--- config.mk ---
export PLATFORM = sky130hd
export DESIGN_NAME = crc16_lut_engine
export DESIGN_NICKNAME = d
export VERILOG_FILES = /design/src/rtl/crc16_pkg.sv /design/src/rtl/crc16_tbl_fill.sv /design/src/rtl/crc16_tbl_ram.sv /design/src/rtl/crc16_lut_engine.sv
export SDC_FILE = /design/constraint.sdc
export NUM_CORES = 2
export LEC_CHECK = 0
export BUFFER_PORTS_ARGS = -buffer_cell sky130_fd_sc_hd__buf_2
export CAP_MARGIN = 20
export CORE_ASPECT_RATIO = 0.8
export CORE_UTILIZATION = 63
export DETAILED_ROUTE_END_ITERATION = 7
export HOLD_SLACK_MARGIN = 0.05
export PLACE_DENSITY_LB_ADDON = 0.15
export SLEW_MARGIN = 20
export SYNTH_ARGS = -nofsm -noshare
export SYNTH_HDL_FRONTEND = slang
export SYNTH_HIERARCHICAL = 1
export SYNTH_SLANG_ARGS = --single-unit
export TNS_END_PERCENT = 100
--- constraint.sdc ---
create_clock -name clk -period 11.6 [get_ports clk]
set_input_delay 2.32 -clock clk [delete_from_list [all_inputs] [get_ports clk]]
set_output_delay 2.32 -clock clk [all_outputs]
set_load 0.05 [all_outputs]
--- src/rtl/crc16_pkg.sv ---
package crc16_pkg;
  parameter int unsigned CRC_W_DEF  = 16;
  parameter int unsigned DATA_W_DEF = 8;
  parameter logic [CRC_W_DEF-1:0] POLY_DEF = 16'h1021;

  // engine phases: one per cycle of a byte
  typedef enum logic [1:0] {
    ST_IDLE   = 2'd0,
    ST_READ   = 2'd1,
    ST_UPDATE = 2'd2
  } eng_st_e;
endpackage

--- src/rtl/crc16_tbl_fill.sv ---
// Bit-serial divider that generates the remainder table after reset.
module crc16_tbl_fill #(
  parameter int unsigned CRC_W  = 16,
  parameter int unsigned DATA_W = 8,
  parameter logic [CRC_W-1:0] POLY = 16'h1021
) (
  input  logic              clk,
  input  logic              rst_n,
  output logic              wr_en_o,
  output logic [DATA_W-1:0] wr_addr_o,
  output logic [CRC_W-1:0]  wr_data_o,
  output logic              built_o
);
  localparam int unsigned SW = $clog2(DATA_W);
  localparam int unsigned PAD_W = CRC_W - DATA_W;

  logic [DATA_W-1:0] entry_q, entry_nx;
  logic [SW-1:0]     step_q;
  logic [CRC_W-1:0]  work_q, shifted;
  logic              built_q, last_step;

  assign shifted   = work_q[CRC_W-1] ? ({work_q[CRC_W-2:0], 1'b0} ^ POLY)
                                     :  {work_q[CRC_W-2:0], 1'b0};
  assign last_step = (step_q == SW'(DATA_W - 1));
  assign entry_nx  = entry_q + DATA_W'(1);

  assign wr_en_o   = !built_q && last_step;
  assign wr_addr_o = entry_q;
  assign wr_data_o = shifted;
  assign built_o   = built_q;

  always_ff @(posedge clk) begin
    if (!rst_n) begin
      entry_q <= '0;
      step_q  <= '0;
      work_q  <= '0;
      built_q <= 1'b0;
    end else if (!built_q) begin
      if (last_step) begin
        step_q  <= '0;
        entry_q <= entry_nx;
        work_q  <= {entry_nx, {PAD_W{1'b0}}};
        if (&entry_q) built_q <= 1'b1;
      end else begin
        step_q <= step_q + SW'(1);
        work_q <= shifted;
      end
    end
  end
endmodule

--- src/rtl/crc16_tbl_ram.sv ---
// Simple dual-port table store, one-cycle registered read.
module crc16_tbl_ram #(
  parameter int unsigned AW = 8,
  parameter int unsigned DW = 16
) (
  input  logic          clk,
  input  logic          we_i,
  input  logic [AW-1:0] waddr_i,
  input  logic [DW-1:0] wdata_i,
  input  logic [AW-1:0] raddr_i,
  output logic [DW-1:0] rdata_o
);
  localparam int unsigned DEPTH = 1 << AW;

  logic [DW-1:0] mem [DEPTH];
  logic [DW-1:0] rdata_q;

  always_ff @(posedge clk) begin
    if (we_i) mem[waddr_i] <= wdata_i;
    rdata_q <= mem[raddr_i];
  end

  assign rdata_o = rdata_q;
endmodule

--- src/rtl/crc16_lut_engine.sv ---
module crc16_lut_engine
  import crc16_pkg::*;
#(
  parameter int unsigned CRC_W  = CRC_W_DEF,
  parameter int unsigned DATA_W = DATA_W_DEF,
  parameter logic [CRC_W-1:0] POLY = POLY_DEF
) (
  input  logic              clk,
  input  logic              rst_n,
  input  logic              sof_i,
  input  logic [CRC_W-1:0]  seed_word_i,
  input  logic [DATA_W-1:0] seed_byte_i,
  input  logic              seed_byte_en_i,
  input  logic              in_valid_i,
  output logic              in_ready_o,
  input  logic [DATA_W-1:0] in_data_i,
  input  logic              in_last_i,
  output logic [CRC_W-1:0]  crc_o,
  output logic              done_o
);
  localparam int unsigned LO_W = CRC_W - DATA_W;
  localparam int unsigned REP  = CRC_W / DATA_W;

  logic              tbl_we, tbl_built;
  logic [DATA_W-1:0] tbl_waddr;
  logic [CRC_W-1:0]  tbl_wdata, tbl_rdata;

  eng_st_e           st_q;
  logic [DATA_W-1:0] idx_q;
  logic [LO_W-1:0]   lo_q;
  logic              last_q, done_q;
  logic [CRC_W-1:0]  crc_q, seed_val, base;
  logic              take, sof_go;

  crc16_tbl_fill #(.CRC_W(CRC_W), .DATA_W(DATA_W), .POLY(POLY)) u_fill (
    .clk       (clk),
    .rst_n     (rst_n),
    .wr_en_o   (tbl_we),
    .wr_addr_o (tbl_waddr),
    .wr_data_o (tbl_wdata),
    .built_o   (tbl_built)
  );

  crc16_tbl_ram #(.AW(DATA_W), .DW(CRC_W)) u_ram (
    .clk     (clk),
    .we_i    (tbl_we),
    .waddr_i (tbl_waddr),
    .wdata_i (tbl_wdata),
    .raddr_i (idx_q),
    .rdata_o (tbl_rdata)
  );

  assign in_ready_o = tbl_built && (st_q == ST_IDLE);
  assign take       = in_valid_i && in_ready_o;
  assign sof_go     = sof_i && in_ready_o;
  assign seed_val   = seed_byte_en_i ? {REP{seed_byte_i}} : seed_word_i;
  assign base       = sof_go ? seed_val : crc_q;

  always_ff @(posedge clk) begin
    if (!rst_n) begin
      st_q   <= ST_IDLE;
      idx_q  <= '0;
      lo_q   <= '0;
      last_q <= 1'b0;
      done_q <= 1'b0;
      crc_q  <= '0;
    end else begin
      done_q <= 1'b0;
      unique case (st_q)
        ST_IDLE: begin
          if (take) begin
            // cycle 1: form the table index
            idx_q  <= in_data_i ^ base[CRC_W-1 -: DATA_W];
            lo_q   <= base[LO_W-1:0];
            last_q <= in_last_i;
            st_q   <= ST_READ;
          end else if (sof_go) begin
            crc_q <= seed_val;
          end
        end
        // cycle 2: registered table read
        ST_READ: st_q <= ST_UPDATE;
        // cycle 3: combine entry with the shifted low part
        ST_UPDATE: begin
          crc_q  <= tbl_rdata ^ {lo_q, {DATA_W{1'b0}}};
          done_q <= last_q;
          st_q   <= ST_IDLE;
        end
        default: st_q <= ST_IDLE;
      endcase
    end
  end

  assign crc_o  = crc_q;
  assign done_o = done_q;
endmodule

* After elaboration in Yosys (flattened, before gate mapping) *
Memory sizes are Yosys's and may differ from the RTL's. A register that Yosys moved wholly into a read port is not among the register bits.
Index checks and enable logic that the tools add are counted.

storage, ports and cells
  output and inout bits = 18
  RAM bits = 4096
  input port bits = 38
  register bits = 64
  bits in latches = 0
  memory bits (read-only) = 0
  memories kept = 1

memories
  name       depth  bits a word  read ports  clocked after memory_dff  write ports  RTL line             RTL
  u_ram.mem  256    16           1           1                         1            crc16_tbl_ram.sv:15  logic [DW-1:0] mem [DEPTH];

operators by class
  reduce and logical (&&, ||, !) cells = 12
  shift-type cells = 0
  order comparisons = 0
  $mul = 0
  muxes and demuxes = 14
  add/sub/neg operators = 2
  divide/modulo/power cells = 0
  bitwise logic cells = 4
  equality and inequality tests = 5

operators with widths
  cell                   number
  $mux W16               4
  $pmux W16 S2           1
  $xor A16 B16 Y16       1
  $mux W13               1
  $add A8 B1 Y8 const B  1
  $reduce_and A2 Y1      4
  $reduce_and A8 Y1      1
  $xor A8 B8 Y8          1
  $mux W1                5
  $logic_and A1 B1 Y1    4
  $ne A2 B2 Y1 const B   2
  $pmux W2 S2            1
  $add A3 B1 Y3 const B  1
  $eq A3 B3 Y1 const B   1
  $mux W3                1
  $not A3 Y3             1
  $eq A2 B1 Y1 const B   1
  $eq A2 B2 Y1 const B   1
  $logic_not A2 Y1       1
  $mux W2                1
  $reduce_bool A2 Y1     1
  $logic_not A1 Y1       1
  $not A1 Y1             1

* Longest topological paths before layout *
  depth in word-level cells = 6
  depth in mapped cells = 12

* By module *
The synthesis kept the hierarchy.

modules (own cells, without submodules)
  module            area an instance (sq um)  seq. area each (sq um)  cells each  times used
  crc16_tbl_ram     158714.7                  123318.3                7360        1
  crc16_lut_engine  1855.5                    720.7                   214         1
  crc16_tbl_fill    1431.4                    560.5                   167         1

* Worst setup path before layout *
No wires, ideal clock.

  path type = register -> register
  from = reg u_fill.work_q[15]
  to = mem u_ram.mem[0][12], data pin
  stages on the path, launching flop included = 2
  path slack = 3.081 ns
  arrival = 6.989 ns
  required time = 10.070 ns
  cells stage by stage = dfxtp_1 > xor2_1

between the ends
  longest elaborated chain between the ends = 1

ends and longest elaborated chain
  what                      RTL line                RTL
  start: declaration        crc16_tbl_fill.sv:19    logic [CRC_W-1:0] work_q, shifted;
  start signal: assignment  crc16_tbl_fill.sv:42    work_q <= {entry_nx, {PAD_W{1'b0}}};
  start signal: assignment  crc16_tbl_fill.sv:46    work_q <= shifted;
  $mux W13                  crc16_tbl_fill.sv:22    assign shifted = work_q[CRC_W-1] ? ({work_q[CRC_W-2:0], 1'b0} ^ POLY)
  net tbl_wdata[12]         crc16_lut_engine.sv:26  logic [CRC_W-1:0] tbl_wdata, tbl_rdata;
  end: declaration          crc16_tbl_ram.sv:15

The timed path passes the listed nets, and every way through them passes these cells.

==> flow_summary.ini <==
[worst_setup_path]
critPathKind = register to register
cp_slowest_cell = a21oi_1
regToRegSetupSlack_ps = 5920
startpoint_type = register
cp.arrival_ps = 6460
r2r_cells = 9
critPathTopFamily = compound AO/OA/AOI/OAI gates
cp_max_fo = 54
required_ps = 12380
path_common_cell = buf_4
cp_cell_sequence = buf_4 -> nand2b_4 -> buf_4 -> buf_4 -> o221ai_1 -> o22ai_1 -> a21oi_1 -> nand4_1 -> nor4_1
crit_buf_inv = 3
reg2reg_to = u_ram/rdata_o[11]$_DFF_P_
r2r-start = idx_q[1]$_SDFFE_PN0P_
cpPeakStageDelay_ps = 810
endpoint_kind = register

[global_routing]
grt_pass1_wl_um = 600000
grt_busiest_layer = met1
grt.overflow.total = 0
grt_max_degree = 189
track_usage_pct = 33.0
use_met3_pct = 9.09
met1_usage_pct = 49.5
grt_pass1_vias = 80700
antenna_found_initial = 24
met2_usage_pct = 46.9

[cells_and_area]
finalNonFillerCells = 11900
layout-drive-gt1-share_pct = 24.3
utilization_pct = 70.4
design_area_sq_um = 180000
areaGrowthSynthToFinish_pct = 11.1
nNetsFinal = 8130

[floorplan]
die_w_um = 569
initial_core_util_pct = 63.4
rows = 166
pin_count = 56
die_area_sq_um = 259000
core_sq_um = 256000
die_y_um = 456

[yosys]
syn_area_per_cell_sq_um = 20.9
synth_mux_area_share_pct = 15.4
ys.warnings.count = 6
synth_cell_types = 69
synth-xor-area-share_pct = 0.124
yosysTopAreaCell = edfxtp_1
synth.yosys.seq_area_share_pct = 76.9
yosys.area_share.simple_pct = 1.93
synth_edf_count = 4096
synthAdderAreaFrac_pct = 0.0232
synthCells = 7741
synth_compound_area_share_pct = 3.82
synth-async-reset-ratio_pct = 0
synth.area.top_cells = edfxtp_1 (76%), mux4_2 (11%), mux2i_1 (3.6%), o221ai_1 (1.4%), dfxtp_1 (0.99%)
synth_top_area_share_pct = 75.9
synth_ff_type = edfxtp_1
mappedNetlistArea_sq_um = 162000
ys_ff_latch = 4176
synth_top_family_by_area = multiplexers
synth_nets = 7782

[power]
leakage_nw = 54.8
power_density_nw_per_um2 = 161
power_switching_mw = 5.48
comb_power_share_pct = 0.2
p_int_mw = 23.4
p_seq_share_pct = 56.4
power.share.clock_pct = 43.5
max-vdd-ir-drop_mv = 0.139
finalPower_mw = 28.9
switching_share_pct = 18.9

[min_path]
hold_start = last_q$_SDFFE_PN0P_
min_path_cells = 2
whs_endpoint = done_o$_SDFF_PN0_
hold_path.class = register to register

[timing]
grt_setup_unrepaired = no
finalWorstSetupSlack_ps = 5920
fmax_ghz = 0.176
fin_skew_ps = 60.5
holdWs_ps = 457
min_period_ps = 5680
hold_violations = 0
tns_ps = 0
tightest_slew_ps = 1260
slew_violations = 0
finalCritPeriodShare_pct = 48.9
maxSlewHeadroom_pct = 13.3
setup_viol = 0

[route]
num_vias = 83900
detail_route.wirelength_um = 427000
drt_pass1_iterations = 7
routed_via_density = 7.07
drt_iter0_markers = 13000
drt.antenna.violating_nets = 0
drc = 0
wire_per_inst_um = 36.0

[clocking]
cts_tree = built
cts_resized = 0
cts.sinks = 4176
root_buffer = clkbuf_16
post_cts_buffers = 0
clk_latency_ps = 950
cts_buffers = 393
cts_max_level = 5
postCtsHoldBufs = 0
clockBufferDepth = 4
path_clk_slew_ps = 60

[placement]
dpl_cell_area_sq_um = 167000
finalWeightedCongestion = 0.961
place_ws_ps = 6240
dpl.cell_count = 11100
portBuffers = 55
dp_hpwl_um = 248000

[run]
maxCapViolations = 0

[run_status]
outcome = complete, no violations
==> routing by layer <==
layer | up-vias | routed length [um]
met5 | - | 63
met2 | 5779 | 188000
met3 | 878 | 58800
li1 | 33300 | -
met4 | 10 | 18800
met1 | 43900 | 161000
==> cell usage in the layout, fill, tap and decap left out, drive strengths merged, types with 149 or more instances in the layout <==
master,count
mux2i,585
buf,446
o22ai,149
o221ai,255
clkbuf,486
a21oi,206
nor2,338
mux4,797
edfxtp,4096
clkinv,165
==> worst max-delay path by stage <==
stage / start / end / slack (ps) / cells after the start
after floorplan: u_fill/work_q[15]$_SDFFE_PN0N_ / u_ram/mem[0][12]$_DFFE_PP_ / 3080 / 1
after global placement: idx_q[0]$_SDFFE_PN0P_ / u_ram/rdata_o[6]$_DFF_P_ / 5810 / 8
after detailed placement: idx_q[1]$_SDFFE_PN0P_ / u_ram/rdata_o[11]$_DFF_P_ / 6240 / 9
after CTS: idx_q[1]$_SDFFE_PN0P_ / u_ram/rdata_o[11]$_DFF_P_ / 6070 / 9
after global routing: idx_q[1]$_SDFFE_PN0P_ / u_ram/rdata_o[11]$_DFF_P_ / 5970 / 9
final: idx_q[1]$_SDFFE_PN0P_ / u_ram/rdata_o[11]$_DFF_P_ / 5920 / 9
==> cell usage after synthesis, types with 68 or more instances <==
master       n
edfxtp_1  4096
a21oi_1    205
nand2_1     68
buf_6       78
dfxtp_1     80
o221ai_1   254
mux2i_1    585
nor2_1     338
nor3_1     104
buf_2       88
clkbuf_1   240
mux2_2      97
mux4_2     797
o22ai_1    149
==> worst min-delay path, cell delays in order, from the launching register on <==
cell	delay (ps)
dfxtp_1	310
nand2_1	60
nor2_1	40
==> cell families (layout without fill, tap and decap cells) <==
family          count (synthesis)  count (layout)
fa+ha+maj                       3               3
mux                          1479            1479
xor+xnor                       23              23
buf+inv                       502            1169
other cells                     0              12
compound gates                880             880
simple gates                  678             678
flops                        4176            4176
==> state kept, by name, summed over array words and instances (netlist names) <==
register / cells
idx_q: 8
u_fill/work_q: 16
crc_o: 16
u_ram/rdata_o: 16
last_q: 1
u_fill/built_o: 1
st_q: 2
done_o: 1
u_ram/mem: 4096
lo_q: 8
u_fill/step_q: 3
u_fill/wr_addr_o: 8
==> power by group through the flow <==
stage          clock network (mW)  registers, mW  logic (mW)
2_1_floorplan                   0           16.6      0.0192
3_3_place_gp                    0           16.6      0.0418
3_5_place_dp                    0           16.6      0.0428
4_1_cts                      12.7           16.3      0.0429
5_1_grt                      13.2           16.3      0.0462
6_report                     12.6           16.3      0.0450
==> layout make-up <==
| class | instances | area, sq um |
|---|---|---|
| clock buffer | 486 | 10300 |
| tap | 3444 | 4310 |
| clock inverter | 228 | 2140 |
| sequential | 4176 | 125000 |
| fill | 15300 | 75700 |
| inverter | 9 | 46.3 |
| multi-input combinational | 3063 | 34900 |
| antenna | 12 | 30.0 |
| timing repair buffer | 446 | 3510 |
No activity file was read; power rests on OpenSTA's default activity.
